$ cat src/rtl/gt_pkg.sv
package gt_pkg;
  localparam int REG_AW = 2;
  localparam logic [15:0] KEY_START = 16'hCCCC;
  localparam logic [15:0] KEY_FEED  = 16'hAAAA;
  localparam logic [15:0] KEY_OPEN  = 16'h5555;

  typedef enum logic [REG_AW-1:0] {
    REG_KEY  = 2'd0,
    REG_DIV  = 2'd1,
    REG_RLD  = 2'd2,
    REG_STAT = 2'd3
  } reg_sel_e;
endpackage

$ cat src/rtl/gt_keyctl.sv
module gt_keyctl
  import gt_pkg::*;
#(
  parameter int DATA_W = 32,
  parameter int CNT_W  = 12,
  parameter int CODE_W = 3
) (
  input  logic              clk,
  input  logic              rst_n,
  input  logic              tick,
  input  logic              wr_en,
  input  logic [REG_AW-1:0] addr,
  input  logic [DATA_W-1:0] wr_data,
  output logic [DATA_W-1:0] rd_data,
  output logic              start_p,
  output logic              feed_p,
  output logic              unlocked,
  output logic [CODE_W-1:0] div_act,
  output logic [CNT_W-1:0]  rld_act,
  output logic              div_pend,
  output logic              rld_pend
);
  logic              key_wr, div_wr, rld_wr;
  logic [CODE_W-1:0] div_reg;
  logic [CNT_W-1:0]  rld_reg;

  // A key matches only when the whole data word equals it
  assign key_wr  = wr_en && (reg_sel_e'(addr) == REG_KEY);
  assign start_p = key_wr && (wr_data == DATA_W'(KEY_START));
  assign feed_p  = key_wr && (wr_data == DATA_W'(KEY_FEED));
  assign div_wr  = wr_en && unlocked && (reg_sel_e'(addr) == REG_DIV);
  assign rld_wr  = wr_en && unlocked && (reg_sel_e'(addr) == REG_RLD);

  // Protection gate: opened by the open key, closed by any other key word
  always_ff @(posedge clk) begin
    if (!rst_n)      unlocked <= 1'b0;
    else if (key_wr) unlocked <= (wr_data == DATA_W'(KEY_OPEN));
  end

  // Programmed values and their in-use copies, staged through a tick
  always_ff @(posedge clk) begin
    if (!rst_n) begin
      div_reg  <= '0;
      rld_reg  <= '1;
      div_act  <= '0;
      rld_act  <= '1;
      div_pend <= 1'b0;
      rld_pend <= 1'b0;
    end else begin
      if (tick && div_pend) div_act <= div_reg;
      if (tick && rld_pend) rld_act <= rld_reg;
      if (div_wr) begin
        div_reg  <= wr_data[CODE_W-1:0];
        div_pend <= 1'b1;
      end else if (tick) begin
        div_pend <= 1'b0;
      end
      if (rld_wr) begin
        rld_reg  <= wr_data[CNT_W-1:0];
        rld_pend <= 1'b1;
      end else if (tick) begin
        rld_pend <= 1'b0;
      end
    end
  end

  always_comb begin
    rd_data = '0;
    case (reg_sel_e'(addr))
      REG_DIV:  rd_data[CODE_W-1:0] = div_reg;
      REG_RLD:  rd_data[CNT_W-1:0]  = rld_reg;
      REG_STAT: rd_data[1:0]        = {rld_pend, div_pend};
      default:  rd_data             = '0;
    endcase
  end
endmodule

$ cat src/rtl/gt_presc.sv
module gt_presc #(
  parameter int CODE_W    = 3,
  parameter int BASE_LOG2 = 2
) (
  input  logic              clk,
  input  logic              rst_n,
  input  logic              tick,
  input  logic              run,
  input  logic              clear,
  input  logic [CODE_W-1:0] code,
  output logic              step
);
  localparam int SHIFT_MAX = (1 << CODE_W) - 2;
  localparam int PRE_W     = BASE_LOG2 + SHIFT_MAX;

  logic [CODE_W-1:0] shift;
  logic [PRE_W-1:0]  term;
  logic [PRE_W-1:0]  pre;
  logic              at_end;

  // The top code saturates onto the one below it
  always_comb begin
    shift = (code > CODE_W'(SHIFT_MAX)) ? CODE_W'(SHIFT_MAX) : code;
  end

  // Terminal count is ratio-1: the low BASE_LOG2+shift bits set
  for (genvar i = 0; i < PRE_W; i++) begin : g_term
    assign term[i] = (i < (BASE_LOG2 + int'(shift)));
  end

  // ">=" keeps a shrinking divider from wrapping through the whole range
  assign at_end = (pre >= term);
  assign step   = run && tick && !clear && at_end;

  always_ff @(posedge clk) begin
    if (!rst_n || clear)  pre <= '0;
    else if (run && tick) pre <= at_end ? '0 : pre + 1'b1;
  end
endmodule

$ cat src/rtl/gt_count.sv
module gt_count #(
  parameter int CNT_W = 12
) (
  input  logic             clk,
  input  logic             rst_n,
  input  logic             start_p,
  input  logic             feed_p,
  input  logic             step,
  input  logic [CNT_W-1:0] rld_act,
  output logic [CNT_W-1:0] cnt,
  output logic             running,
  output logic             wdt_rst
);
  logic expire;

  // A step that finds 1 or 0 is the last one; a feed in that cycle wins
  assign expire = step && !feed_p && (cnt <= CNT_W'(1));

  always_ff @(posedge clk) begin
    if (!rst_n)       running <= 1'b0;
    else if (start_p) running <= 1'b1;
  end

  always_ff @(posedge clk) begin
    if (!rst_n) begin
      cnt     <= '1;
      wdt_rst <= 1'b0;
    end else begin
      wdt_rst <= expire;
      if (feed_p)      cnt <= rld_act;
      else if (expire) cnt <= '1;
      else if (step)   cnt <= cnt - 1'b1;
    end
  end
endmodule

$ cat src/rtl/guard_timer.sv
module guard_timer
  import gt_pkg::*;
#(
  parameter int DATA_W    = 32,
  parameter int CNT_W     = 12,
  parameter int CODE_W    = 3,
  parameter int BASE_LOG2 = 2
) (
  input  logic              clk,
  input  logic              rst_n,
  input  logic              tick,
  input  logic              wr_en,
  input  logic [REG_AW-1:0] addr,
  input  logic [DATA_W-1:0] wr_data,
  output logic [DATA_W-1:0] rd_data,
  output logic              wdt_rst,
  output logic              running,
  output logic              div_pend,
  output logic              rld_pend
);
  logic              start_p, feed_p, unlocked, step, pre_clr;
  logic [CODE_W-1:0] div_act;
  logic [CNT_W-1:0]  rld_act;
  logic [CNT_W-1:0]  cnt;

  // Start restarts the phase only from idle; a feed always does
  assign pre_clr = feed_p || (start_p && !running);

  gt_keyctl #(.DATA_W(DATA_W), .CNT_W(CNT_W), .CODE_W(CODE_W)) u_key (
    .clk(clk), .rst_n(rst_n), .tick(tick), .wr_en(wr_en), .addr(addr),
    .wr_data(wr_data), .rd_data(rd_data), .start_p(start_p), .feed_p(feed_p),
    .unlocked(unlocked), .div_act(div_act), .rld_act(rld_act),
    .div_pend(div_pend), .rld_pend(rld_pend)
  );

  gt_presc #(.CODE_W(CODE_W), .BASE_LOG2(BASE_LOG2)) u_pre (
    .clk(clk), .rst_n(rst_n), .tick(tick), .run(running), .clear(pre_clr),
    .code(div_act), .step(step)
  );

  gt_count #(.CNT_W(CNT_W)) u_cnt (
    .clk(clk), .rst_n(rst_n), .start_p(start_p), .feed_p(feed_p), .step(step),
    .rld_act(rld_act), .cnt(cnt), .running(running), .wdt_rst(wdt_rst)
  );
endmodule

$ cat config.mk
export PLATFORM = sky130hd
export DESIGN_NAME = guard_timer
export DESIGN_NICKNAME = d
export VERILOG_FILES = /design/src/rtl/gt_pkg.sv /design/src/rtl/gt_keyctl.sv /design/src/rtl/gt_presc.sv /design/src/rtl/gt_count.sv /design/src/rtl/guard_timer.sv
export SDC_FILE = /design/constraint.sdc
export NUM_CORES = 1
export LEC_CHECK = 0
export ABC_AREA = 1
export CORE_MARGIN = 2
export CORE_UTILIZATION = 51
export CTS_CLUSTER_SIZE = 16
export DETAILED_ROUTE_END_ITERATION = 16
export PLACE_DENSITY_LB_ADDON = 0.12
export SKIP_CTS_REPAIR_TIMING = 1
export SLEW_MARGIN = 20
export SYNTH_ARGS = -nofsm -noshare
export SYNTH_HDL_FRONTEND = slang
export SYNTH_HIERARCHICAL = 1
export SYNTH_SLANG_ARGS = --single-unit
$ cat constraint.sdc
create_clock -name clk -period 2.99 [get_ports clk]
set_input_delay 0.897 -clock clk [delete_from_list [all_inputs] [get_ports clk]]
set_output_delay 0.897 -clock clk [all_outputs]
set_load 0.03 [all_outputs]
==> run metrics <==
status=finished, final reports clean; FF+latch count, synth=55; initial antenna violation count=0; Post-Layout Cell Count=between 600 and 700; top cell type's share of synthesized area=33.4%; pwr dens=about 360 nW/um^2; Hold EP=u_key/div_reg[1]; Synth area leaders=dfxtp_1 (33%), nand2_1 (18%), inv_1 (6.9%), nor2_1 (6.5%), nand3_1 (6.2%); H-Tree Level Count=2; critical path class=in -> reg; Routed WL=7.26 mm; grt total ovfl=0; r2r startpoint=u_key/div_act[1]; Routed Antenna Nets=0; Residual DRC=0; Critical Path Max Stage Delay=0.49 ns; total core area=6310 sq um; Max Clock Freq=~370 MHz; I/O pins=74; most instantiated cells after synthesis=nand2_1 (155), inv_1 (61), nor2_1 (57); area leader, netlist=dfxtp_1; CTS Buf Count=5; register area share after synthesis=approximately a third; layout cell share with drive strength beyond 1=roughly an eighth; Pwr Total=1.50 mW; vias in the first global route=3016; number of instances in the placed design=around 650; mean routed wirelength per cell=about 11 um; CP endpoint kind=flop; initial DRC count=approximately 120; Avg Vias per Cell=4.82; Worst R2R Path Depth=20; final hold slack=a little under 0.5 ns; Clock Skew=between 0.005 and 0.006 ns; setup slack, reg-to-reg=0.54 ns; fin crit share=a little over 90%; worst vdd ir=0.000215 V; die area=roughly 7100 sq um; final setup vio count=0; leakage power figure=approximately 2.1 nW; max-slew violation count=0; Area Growth Syn to Fin=25.3%; cell mode on critical path=nor2_1; largest net degree at the start of global routing=27; Synth cell types=35; Post-synth top flop=dfxtp_1; Mapped Area=3300 sq um; TritonCTS clock tree=yes; via count=3183; clk slew on worst S/H paths=around 0.10 ns; Tot GR Track Use=about a fifth; CP Max Fanout=8; Layout Utilization=65.5%; GPL Wtd Cong=between 0.9 and 1; Syn Inst Count=roughly 510; worst path cell trace=clkdlybuf4s50_1 > inv_1 > nor2_1 > and3_1 > nand4_1 > nor2_1 > nand2_1 > nand2_1 > nor2_1 > buf_4 > nor2_1 > buf_4 > nor2_1 > nand2_1 > nand3_1; fin area=slightly above 4000 sq um; Initial Util=between 50% and 60%; Post-synth EDFFs=0; Hold Path Cell Cnt=2; total clock sinks=55; row count=29; Die Wd=84.4 um; Mean Syn Cell Area=roughly 6.5 sq um; critical path arrival=about 2.9 ns; HP Class=reg -> reg; die height=84.4 um; Crit-path slowest cell=clkdlybuf4s50_1; RSZ-0062 raised after global routing=false; placed cell areas=~4000 sq um; # port buffers=53; max-cap violations=0; Async SR Flop Fraction=0%; Clk Latency, worst-skew pair=around 0.30 ns; Final HPWL DP=between 5 and 6 mm; Reg-to-Reg End=u_cnt/cnt[10]; n_diodes=0; CP required=approximately 3.2 ns; DRT Pass-1 Iters=4; HP Start=u_key/div_reg[1]; count leader, synth=nand2_1; global-route wire length before repair=approximately 13 mm; clock root buffer=clkbuf_8; CTS max path bufs=2; Synth warnings=6; startpoint types=input pin; min Tclk post-route=around 2.7 ns; Final Hold Viols=0; Nets=approximately 640
==> worst max-delay path by stage <==
stage                     startpoint            to  slack, ns  depth (start not counted)
after CTS                    addr[0]    rd_data[6]      -0.17                          8
final                     wr_data[2]  u_cnt/cnt[7]       0.28                         15
after floorplan              addr[0]    rd_data[2]       0.21                          5
after global routing      wr_data[2]  u_cnt/cnt[7]       0.03                         18
after global placement       addr[0]    rd_data[6]      -0.14                          8
after detailed placement     addr[0]    rd_data[9]      -0.17                          8
==> kinds of logic after synthesis <==
logic type	share of synthesized area, %
AND/OR/NAND/NOR	37.7
buffers and inverters	14.5
flip-flops	33.4
AO/OA/AOI/OAI	7.70
adder cells (fa/ha/maj)	6.07
XOR/XNOR	0.531
other	0.114
==> per-stage QoR <==
| step | worst slack (ns) | TNS [ns] |
|---|---|---|
| final | 0.275 | 0 |
| after CTS | -0.174 | -1.81 |
| after global placement | -0.143 | -2.03 |
| after global routing | 0.0343 | 0 |
| after floorplan | 0.205 | 0 |
| after detailed placement | -0.170 | -2.88 |
==> cell usage in the layout (no fill, tap or decap), types with 10 or more instances in the layout <==
| cell type | synthesis | routed |
|---|---|---|
| nand4_1 | 14 | 14 |
| ha_1 | 16 | 14 |
| buf_4 | 22 | 42 |
| nand2_1 | 155 | 155 |
| a21oi_1 | 16 | 16 |
| nand3_1 | 41 | 41 |
| inv_1 | 61 | 59 |
| conb_1 | 1 | 20 |
| o21ai_0 | 10 | 10 |
| clkdlybuf4s50_1 | 0 | 39 |
| nor2_1 | 57 | 57 |
| dfxtp_1 | 55 | 55 |
==> power by group <==
group	total (mW)	internal, mW	switching, mW
registers	0.732	0.732	0.0000000000289
clock network	0.576	0.335	0.241
logic	0.188	0.0834	0.105
total	1.50	1.15	0.346
==> worst max-delay path: cells and delay by family <==
kind	cells	cell delay (ns)
AND/OR/NAND/NOR	11	1.11
buffers and inverters	4	0.90
==> layer usage <==
metal | routed length (um) | up-vias | track usage, %
li1 | - | 1705 | -
met4 | 81 | 0 | 6.06
met3 | 353 | 8 | 3.15
met2 | 3400 | 90 | 36.8
met5 | 0 | - | 0
met1 | 3420 | 1380 | 27.0
==> area by class of cell <==
type,count,area [sq um]
Clock buffer,6,72.6
Clock inverter,2,60.1
Fill cell,609,2180
Inverter,68,258
Multi-Input combinational cell,368,1800
Sequential cell,55,1100
Tap cell,77,96.3
Timing Repair Buffer,84,742
Note: power is estimated with default switching activity, not from simulation.
